===== config.mk =====
export PLATFORM = sky130hd
export DESIGN_NAME = dual_write_regfile
export DESIGN_NICKNAME = d
export VERILOG_FILES = /design/src/rtl/rf_pkg.sv /design/src/rtl/rf_input_hold.sv /design/src/rtl/rf_ctrl.sv /design/src/rtl/rf_array.sv /design/src/rtl/dual_write_regfile.sv
export SDC_FILE = /design/constraint.sdc
export NUM_CORES = 1
export LEC_CHECK = 0
export ABC_CLOCK_PERIOD_IN_PS = 5450
export BUFFER_PORTS_ARGS = -buffer_cell sky130_fd_sc_hd__buf_2
export CORE_MARGIN = 3
export CORE_UTILIZATION = 47
export DETAILED_ROUTE_END_ITERATION = 7
export GPL_ROUTABILITY_DRIVEN = 0
export PLACE_DENSITY = 0.64
export SYNTH_ARGS = -nofsm -noshare
export SYNTH_HDL_FRONTEND = slang
export SYNTH_SLANG_ARGS = --single-unit
export TNS_END_PERCENT = 100

===== constraint.sdc =====
create_clock -name clk -period 5.45 [get_ports clk]
set_input_delay 1.635 -clock clk [delete_from_list [all_inputs] [get_ports clk]]
set_output_delay 1.635 -clock clk [all_outputs]
set_load 0.05 [all_outputs]

===== src/rtl/rf_pkg.sv =====
package rf_pkg;

  // Strobes from control to datapath, one set per clock cycle.
  typedef struct packed {
    logic wrStb0;   // port 0 commits at the next edge
    logic wrStb1;   // port 1 commits at the next edge
    logic poison0;  // port 0 commit stores an unknown value
    logic poison1;  // port 1 commit stores an unknown value
    logic rdBlank;  // read data is invalid this cycle
  } rfStrobes_t;

endpackage


===== src/rtl/rf_input_hold.sv =====
module rf_input_hold #(
  parameter int WIDTH = 8
) (
  input  logic             clk,
  input  logic             rstN,
  input  logic             standby,
  input  logic [WIDTH-1:0] live,
  output logic [WIDTH-1:0] eff
);

  logic [WIDTH-1:0] heldQ;

  // Capture only outside standby; during standby the last capture is used.
  always_ff @(posedge clk) begin
    if (!rstN)         heldQ <= '0;
    else if (!standby) heldQ <= live;
  end

  assign eff = standby ? heldQ : live;

endmodule


===== src/rtl/rf_ctrl.sv =====
module rf_ctrl
  import rf_pkg::*;
#(
  parameter int AW   = 5,
  parameter int TACC = 3
) (
  input  logic          clk,
  input  logic          rstN,
  input  logic          wrEn0,
  input  logic          wrEn1,
  input  logic          rdEn,
  input  logic [AW-1:0] effA0,
  input  logic [AW-1:0] effA1,
  input  logic [AW-1:0] effR,
  output rfStrobes_t    strb,
  output logic          conflict,
  output logic          readViolation
);

  localparam int CW = $clog2(TACC + 1);
  localparam logic [CW-1:0] HOLD_MAX = CW'(TACC);

  logic wwHit, rw0Hit, rw1Hit;
  logic [AW-1:0] lastRdAddr;
  logic [CW-1:0] holdCnt;
  logic rdMoved;

  // Same-address detection between enabled ports.
  always_comb begin
    wwHit  = wrEn0 && wrEn1 && (effA0 == effA1);
    rw0Hit = rdEn && wrEn0 && (effR == effA0);
    rw1Hit = rdEn && wrEn1 && (effR == effA1);
    conflict = wwHit || rw0Hit || rw1Hit;

    strb.wrStb0  = wrEn0;
    strb.wrStb1  = wrEn1;
    strb.poison0 = wrEn0 && (wwHit || rw0Hit);
    strb.poison1 = wrEn1 && (wwHit || rw1Hit);
    strb.rdBlank = rw0Hit || rw1Hit;
  end

  // Read access window: count the edges for which the current address has been held.
  assign rdMoved = (effR != lastRdAddr);

  always_ff @(posedge clk) begin
    if (!rstN) begin
      lastRdAddr    <= '0;
      holdCnt       <= HOLD_MAX;
      readViolation <= 1'b0;
    end else begin
      lastRdAddr <= effR;
      if (rdMoved) begin
        readViolation <= (holdCnt < HOLD_MAX);
        holdCnt       <= CW'(1);
      end else begin
        readViolation <= 1'b0;
        if (holdCnt != HOLD_MAX) holdCnt <= holdCnt + CW'(1);
      end
    end
  end

endmodule


===== src/rtl/rf_array.sv =====
module rf_array
  import rf_pkg::*;
#(
  parameter int DEPTH = 32,
  parameter int DW    = 16,
  parameter int AW    = 5
) (
  input  logic          clk,
  input  rfStrobes_t    strb,
  input  logic [AW-1:0] effA0,
  input  logic [DW-1:0] effD0,
  input  logic [AW-1:0] effA1,
  input  logic [DW-1:0] effD1,
  input  logic [AW-1:0] effR,
  output logic [DW-1:0] rdData
);

  logic [DW-1:0] mem [DEPTH];

  // Port 1 is applied after port 0; on equal addresses both are poisoned anyway.
  always_ff @(posedge clk) begin
    if (strb.wrStb0) mem[effA0] <= strb.poison0 ? {DW{1'bx}} : effD0;
    if (strb.wrStb1) mem[effA1] <= strb.poison1 ? {DW{1'bx}} : effD1;
  end

  assign rdData = strb.rdBlank ? {DW{1'bx}} : mem[effR];

endmodule


===== src/rtl/dual_write_regfile.sv =====
module dual_write_regfile
  import rf_pkg::*;
#(
  parameter int DEPTH = 32,
  parameter int DW    = 16,
  parameter int TACC  = 3,
  localparam int AW   = $clog2(DEPTH)
) (
  input  logic          clk,
  input  logic          rstN,
  input  logic          wrStandby,
  input  logic          rdStandby,
  input  logic          wrEn0,
  input  logic [AW-1:0] wrAddr0,
  input  logic [DW-1:0] wrData0,
  input  logic          wrEn1,
  input  logic [AW-1:0] wrAddr1,
  input  logic [DW-1:0] wrData1,
  input  logic          rdEn,
  input  logic [AW-1:0] rdAddr,
  output logic [DW-1:0] rdData,
  output logic          conflict,
  output logic          readViolation
);

  localparam int NWP = 2;

  logic [AW-1:0] liveWrAddr [NWP];
  logic [DW-1:0] liveWrData [NWP];
  logic [AW-1:0] effWrAddr  [NWP];
  logic [DW-1:0] effWrData  [NWP];
  logic [AW-1:0] effRdAddr;
  rfStrobes_t    strb;

  assign liveWrAddr[0] = wrAddr0;
  assign liveWrAddr[1] = wrAddr1;
  assign liveWrData[0] = wrData0;
  assign liveWrData[1] = wrData1;

  for (genvar gp = 0; gp < NWP; gp++) begin : g_wrHold
    rf_input_hold #(.WIDTH(AW)) u_addrHold (
      .clk(clk), .rstN(rstN), .standby(wrStandby),
      .live(liveWrAddr[gp]), .eff(effWrAddr[gp])
    );
    rf_input_hold #(.WIDTH(DW)) u_dataHold (
      .clk(clk), .rstN(rstN), .standby(wrStandby),
      .live(liveWrData[gp]), .eff(effWrData[gp])
    );
  end

  rf_input_hold #(.WIDTH(AW)) u_rdHold (
    .clk(clk), .rstN(rstN), .standby(rdStandby),
    .live(rdAddr), .eff(effRdAddr)
  );

  rf_ctrl #(.AW(AW), .TACC(TACC)) u_ctrl (
    .clk(clk), .rstN(rstN),
    .wrEn0(wrEn0), .wrEn1(wrEn1), .rdEn(rdEn),
    .effA0(effWrAddr[0]), .effA1(effWrAddr[1]), .effR(effRdAddr),
    .strb(strb), .conflict(conflict), .readViolation(readViolation)
  );

  rf_array #(.DEPTH(DEPTH), .DW(DW), .AW(AW)) u_array (
    .clk(clk), .strb(strb),
    .effA0(effWrAddr[0]), .effD0(effWrData[0]),
    .effA1(effWrAddr[1]), .effD1(effWrData[1]),
    .effR(effRdAddr), .rdData(rdData)
  );

endmodule


==> results of run 1 <==
state kept, by name, summed over array words and instances, names as in the netlist:
| name | flops |
|---|---|
| g_wrHold.u_dataHold.heldQ | 32 |
| g_wrHold.u_addrHold.heldQ | 10 |
| u_ctrl.holdCnt | 2 |
| u_ctrl.readViolation | 1 |
| u_ctrl.lastRdAddr | 5 |
| u_array.mem | 512 |
power groups by stage:
stage               clock network (mW)  logic, mW  registers, mW
finish                            3.68       2.01           4.89
global route                      3.85       2.11           4.89
CTS                               3.69       1.91           4.89
detailed placement                   0       1.78           4.98
global placement                     0       1.74           4.98
floorplan                            0       1.10           4.97
worst min path at each step:
| stage | from | to | slack [ns] | cells after the start |
|---|---|---|---|---|
| detailed placement | u_ctrl.holdCnt[0] | u_ctrl.holdCnt[0] | 0.52 | 2 |
| finish | u_ctrl.holdCnt[0] | u_ctrl.holdCnt[0] | 0.54 | 2 |
| CTS | u_ctrl.holdCnt[0] | u_ctrl.holdCnt[0] | 0.54 | 2 |
| global placement | u_ctrl.holdCnt[0] | u_ctrl.holdCnt[0] | 0.50 | 2 |
| global route | u_ctrl.holdCnt[0] | u_ctrl.holdCnt[0] | 0.58 | 2 |
| floorplan | u_ctrl.holdCnt[0] | u_ctrl.holdCnt[0] | 0.48 | 2 |
through the flow:
stage                     power [mW]  utilization (%)
after CTS                       10.5             55.3
after global routing            10.9             55.8
after detailed placement        6.76             51.3
final                           10.6             55.8
after global placement          6.72             51.3
after floorplan                 6.07                -
routing by layer:
metal  vias to the layer above  part of all wire (%)  GRT usage, %
met5                         -                     0             0
met3                       236                    14          6.47
li1                      10100                     -             -
met2                      1725                    43          44.7
met1                     11100                    38          41.7
met4                         0                   4.9          13.4
area by class of cell:
| class | count | area (um^2) | share of cell area [%] |
|---|---|---|---|
| clock buffer | 76 | 1500 | 4.53 |
| inverter | 1 | 3.75 | 0.0114 |
| sequential | 562 | 16400 | 49.5 |
| multi-input combinational | 1935 | 11400 | 34.5 |
| timing repair buffer | 289 | 2620 | 7.93 |
| tap | 773 | 967 | 2.93 |
| clock inverter | 27 | 175 | 0.530 |
worst reg2reg max path: stages, from the launching register on:
cell	delay, ns
sky130_fd_sc_hd__dfxtp_1	0.33
sky130_fd_sc_hd__mux2_2	0.24
sky130_fd_sc_hd__nand3_1	0.61
sky130_fd_sc_hd__o22ai_2	1.09
layout by cell type, fill, tap and decap left out, drive strengths merged, types with 4 or more instances in the layout:
cell type,instances
a21oi,515
a221oi,19
a311o,4
a311oi,44
a31oi,23
a32oi,4
and2,28
and3,44
buf,283
clkbuf,80
clkinv,23
dfxtp,50
edfxtp,512
mux2,40
mux2i,116
mux4,22
nand2,332
nand3,72
nand4,4
nor2,551
nor2b,24
o211ai,4
o22ai,38
o32ai,11
xnor2,16
xor2,5
logic make-up after synthesis:
group,count (synthesis),synth area share (%)
buf+inv,293,5.00
simple gates,1067,15.5
fa+ha+maj,1,0.0442
mux,175,7.57
xor+xnor,21,0.650
flops,562,57.9
compound gates,668,13.3
timing repair:
action	CTS	global route
cloned	7	5
pin swaps	7	14
setup endpoints to repair	16	15
gates resized for setup	73	31
setup buffers	12	6
==> flow_summary_export.csv, run 1 <==
group,metric,value,unit
global_route,first_global_vias,21500,
die,floorplan.core_area,59200,um^2
global_route,grt_antenna_before_repair,0,
pwr,vdd_ir_drop_max,212,uV
timing,layout_worst_path_cycle_share,100,%
place,numPortBuffers,71,
pwr,pwr-share-clk,34.8,%
synth,netlist.area_leader.share,54.4,%
detailed_routing,detailedRoute.firstPassIterationCount,8,
die,fp.dieArea,63200,um^2
setup_path,setup.worst_path.start_class,"primary input",
clock_network,clk_sink_count,562,
die,dieWidth,251,um
pwr,p_sw,2.99,mW
setup_path,critPathCapture,"rdData[2]",
setup_path,worstPathArrival,3.81,ns
synth,synth.cell_area,28300,um^2
global_route,grt_start_max_net_pins,51,
timing,totalNegativeSetupSlack,0,ns
clock_network,htree_num_levels,2,
finish,num_antenna_cells,0,
timing,fmaxAchievable,0.184,GHz
synth,netlist_instances,2787,
detailed_routing,vias_per_cell,6.31,
synth,synth_area_leader_cell,"sky130_fd_sc_hd__edfxtp_1",
synth,synth_seq_area_share,57.9,%
setup_path,crit_path_max_incr_delay,0.35,ns
finish,layout-area-overhead-vs-synth,16.9,%
finish,finish.instance_area,33100,um^2
global_route,grt_util_all_layers,29.8,%
synth,synth_fp_nets,2842,
pwr,power_switching_share,28.2,%
clock_network,clockRootBuffer,"sky130_fd_sc_hd__clkbuf_16",
timing,timing_hold_violations_final,0,
clock_network,cts_buffer_depth,3,
setup_path,worst-path-max-fanout,8,
global_route,grt_first_pass_wirelength,140000,um
job,total_of_max_cap_violations,0,
status,failed_checks,"DRC",
die,initial_utilization,47.7,%
synth,avgSynthCellArea,10.1,um^2
setup_path,cp_common_cell,"sky130_fd_sc_hd__buf_12",
detailed_routing,routed_wl,96600,um
timing,measured_slew_at_the_worst_slew_check_pin,1.15,ns
detailed_routing,via_count,23100,
timing,min_period,5.45,ns
setup_path,worst_path_max_delay_cell,"sky130_fd_sc_hd__a311o_1",
clock_network,worst_setup_hold_path_clk_slew,0.05,ns
timing,report.final.slew_viol_count,0,
setup_path,timing.reg2reg.setup_slack,2.80,ns
status,outcome,"finished with violations",
timing,final.hold.worst_slack,0.536,ns
finish,final_net_count,2901,
die,height_of_the_die,251,um
detailed_routing,routed_wire_length_per_instance,26.4,um
detailed_routing,post-route-drc-count,6,
timing,layout_setup_ws,0.00107,ns
timing,setup_repair_after_global_routing_missed_its_margin,"yes",
pwr,power.combinational.fraction,19.0,%
detailed_routing,drt.antenna.violating_nets,0,
setup_path,cp_top_family,"buffers and inverters",
pwr,leakage,11.8,nW
place,placed_cell_area,30400,um^2
synth,ys_dominant_reg_cell,"sky130_fd_sc_hd__edfxtp_1",
pwr,power_per_cell_area,320,nW/um^2
setup_path,path_buf_inv,5,
synth,synth_commonest_cells,"sky130_fd_sc_hd__nor2_1 (549), sky130_fd_sc_hd__a21oi_1 (514), sky130_fd_sc_hd__edfxtp_1 (512)",
timing,skew,0.0232,ns
global_route,grt_overflow_total,0,
die,number_of_placement_rows,89,
worst_hold_path,hold_class,"flip-flop to flip-flop",
synth,netlist-cell-type-count,49,
synth,yosysMostFrequentCell,"sky130_fd_sc_hd__nor2_1",
setup_path,worstSetupPathDepth,11,
timing,setup_viol_count_final,0,
setup_path,required_time_worst_endpoint,3.82,ns
setup_path,worst_r2r_endpoint,"u_array.mem[19][6]",
pwr,p_seq_share,46.2,%
synth,synth_area_leaders,"sky130_fd_sc_hd__edfxtp_1 (54%), sky130_fd_sc_hd__a21oi_1 (9.1%), sky130_fd_sc_hd__nor2_1 (7.3%)",
synth,synth_enable_flop_cells,512,
setup_path,crit_type,"primary input to output pin",
clock_network,worst_skew_pair.late_latency,0.62,ns
synth,synth-warning-count,0,
setup_path,reg2reg_depth,3,
finish,layout.filler_cells,4956,
timing,timing.slew.headroom,21.4,%
finish,final-instance-count-excl-fill,3663,
clock_network,cts.hold.buffers_added,0,
pwr,p_int,7.59,mW
synth,ys_ff_latch,562,
clock_network,cts_tree,"done",
detailed_routing,drt_iter0_drc,3568,
synth,postSynth.asyncResetShare,0,%
setup_path,worst_r2r_startpoint,"g_wrHold[1].u_addrHold.heldQ[1]",
die,num_io_pins,72,
place,dpl_worst_slack,-0.263,ns
place,dpl.hpwl,56000,um
place,place_inst,3532,
finish,drive_above_1_share,19.2,%
setup_path,worstSetupStartpoint,"rdStandby",
clock_network,cts-buffers-inserted,57,
setup_path,cp-end-kind,"output pin",
setup_path,cp_cell_sequence,"buf_12 > buf_12 > mux2i_4 > buf_12 > clkbuf_16 > nand2_1 > a32oi_1 > o22ai_1 > a311o_1 > nand2_1 > buf_4",
Note: power is estimated with default switching activity, not from simulation.
==> run 2, diff against run 1 <==
--- a/config.mk
+++ b/config.mk
@@ -14,5 +14,6 @@
 export PLACE_DENSITY = 0.64
 export SYNTH_ARGS = -nofsm -noshare
 export SYNTH_HDL_FRONTEND = slang
+export SYNTH_HIERARCHICAL = 1
 export SYNTH_SLANG_ARGS = --single-unit
 export TNS_END_PERCENT = 100
==> flow_summary_export.csv, run 2 <==
group,metric,value,unit
status,outcome,"finished with violations",
status,failed_checks,"setup timing",
finish,layout-area-overhead-vs-synth,13.4,%
pwr,power_per_cell_area,324,nW/um^2
place,numPortBuffers,71,
die,dieWidth,257,um
finish,layout.core_utilization,54.2,%
timing,min_period,5.46,ns
pwr,leakage,12.3,nW
timing,layout_setup_ws,-0.0116,ns
global_route,grt_antenna_before_repair,1,
setup_path,worst-path-max-fanout,28,
timing,layout_worst_path_cycle_share,100,%
job,total_of_max_cap_violations,0,
timing,skew,0.0205,ns
die,floorplan.core_area,62100,um^2
detailed_routing,vias_per_cell,6.18,
clock_network,worst_skew_pair.late_latency,0.62,ns
finish,largest_reg_flops,512,
detailed_routing,met2WireLength,41100,um
synth,avgSynthCellArea,14.7,um^2
timing,setup_viol_count_final,2,
synth,synth-warning-count,6,
finish,finish.instance_area,33700,um^2
detailed_routing,via_count,18400,
timing,timing.slew.headroom,15.9,%
detailed_routing,routed_wire_length_per_instance,29.5,um
die,number_of_placement_rows,91,
clock_network,cts_tree,"done",
global_route,grt_overflow_total,0,
setup_path,required_time_worst_endpoint,3.82,ns
clock_network,cts.hold.buffers_added,0,
detailed_routing,drt.antenna.violating_nets,0,
pwr,total_power,10.9,mW
setup_path,worstSetupStartpoint,"rdStandby",
finish,layout_common_cells,"sky130_fd_sc_hd__edfxtp_1 (512), sky130_fd_sc_hd__mux2_2 (505), sky130_fd_sc_hd__mux2i_1 (257)",
timing,setup_repair_after_global_routing_missed_its_margin,"yes",
place,dpl_worst_slack,-0.171,ns
global_route,grt_first_pass_wirelength,128000,um
detailed_routing,routed_wl,87800,um
setup_path,cp-end-kind,"output pin",
detailed_routing,drt_iter0_drc,2150,
clock_network,cts_buffer_depth,3,
die,initial_utilization,47.8,%
global_route,first_global_vias,18300,
pwr,vdd_ir_drop_max,213,uV
synth,netlist_instances,2021,
timing,fmaxAchievable,0.183,GHz
setup_path,worstPathArrival,3.83,ns
setup_path,crit_type,"primary input to output pin",
global_route,grt_util_all_layers,26.3,%
detailed_routing,post-route-drc-count,0,
die,fp.dieArea,66200,um^2
worst_hold_path,hold_class,"flip-flop to flip-flop",
finish,registers_with_the_most_flip_flops,"u_array/mem (512), g_wrHold.u_dataHold/heldQ (32), g_wrHold.u_addrHold/heldQ (10)",
synth,synth_fp_nets,2076,
finish,final_net_count,2144,
setup_path,worst_r2r_startpoint,"g_wrHold[1].u_addrHold/heldQ[1]",
finish,most_common_cell_after_layout_fill_and_taps_aside,"sky130_fd_sc_hd__edfxtp_1",
setup_path,setup.worst_path.start_class,"primary input",
timing,measured_slew_at_the_worst_slew_check_pin,1.26,ns
detailed_routing,drt-met1-wl,37100,um
clock_network,clockRootBuffer,"sky130_fd_sc_hd__clkbuf_16",
finish,drive_above_1_share,44.8,%
detailed_routing,detailroute.wirelength.met3,6920,um
clock_network,clk_sink_count,567,
clock_network,htree_num_levels,3,
global_route,grt_start_max_net_pins,56,
place,dpl.hpwl,52400,um
die,num_io_pins,72,
detailed_routing,detailedRoute.firstPassIterationCount,5,
synth,synth.cell_area,29700,um^2
place,placed_cell_area,31300,um^2
clock_network,cts-buffers-inserted,66,
finish,max_flop_register,"u_array/mem",
detailed_routing,dr.max_layer_used,"met4",
timing,timing_hold_violations_final,0,
clock_network,worst_setup_hold_path_clk_slew,0.05,ns
die,height_of_the_die,257,um
worst_hold_path,holdCritStartpoint,"u_ctrl/holdCnt[0]",
timing,report.final.slew_viol_count,0,
-- run 2: final timing paths --
path                            cells past startpoint                   to  slack [ns]
worst min register to register                      2    u_ctrl/holdCnt[0]        0.53
worst min-delay path                                2    u_ctrl/holdCnt[0]        0.53
worst max register to register                      4  u_array/mem[25][15]        2.53
worst max-delay path                                9            rdData[1]       -0.01
-- run 2: final cells by class --
type | count | area (um^2)
fill | 5059 | 28400
sequential | 567 | 16500
multi-input combinational | 1243 | 12300
clock buffer | 94 | 1850
timing repair buffer | 211 | 1810
tap | 837 | 1050
clock inverter | 21 | 181
antenna | 4 | 10.0
-- run 2: repair_timing --
action,4_1_cts,5_1_grt
resized for setup,25,31
cloned,1,1
setup endpoints to repair,16,15
setup buffers,0,1
pin swaps,0,7
-- run 2: metal layers --
metal	global-route usage (%)	vias up
met3	3.97	146
met2	41.9	848
li1	-	7920
met1	36.7	9470
met5	0	-
met4	9.11	0
-- run 2: metrics by stage --
stage               instances  hold WS [ns]  setup TNS, ns
floorplan                2021         0.481              0
CTS                      2971         0.543        -0.0598
finish                   2977         0.532        -0.0119
global placement         2855         0.496          -1.46
detailed placement       2855         0.521          -1.49
global route             2973         0.562         -0.125
-- run 2: power by group --
group / internal, mW / switching (mW) / total, mW
Combinational: 0.705 / 1.05 / 1.75
Clock: 2.50 / 1.75 / 4.25
Sequential: 4.89 / 0.0230 / 4.91
-- run 2: worst max-delay path, stage by stage --
cell                      delay [ns]
sky130_fd_sc_hd__buf_2          0.14
sky130_fd_sc_hd__mux2_8         0.46
sky130_fd_sc_hd__buf_12         0.18
sky130_fd_sc_hd__buf_12         0.18
sky130_fd_sc_hd__mux2i_1        0.14
sky130_fd_sc_hd__a22oi_1        0.21
sky130_fd_sc_hd__nand4_1        0.31
sky130_fd_sc_hd__nand3_1        0.30
sky130_fd_sc_hd__buf_4          0.24
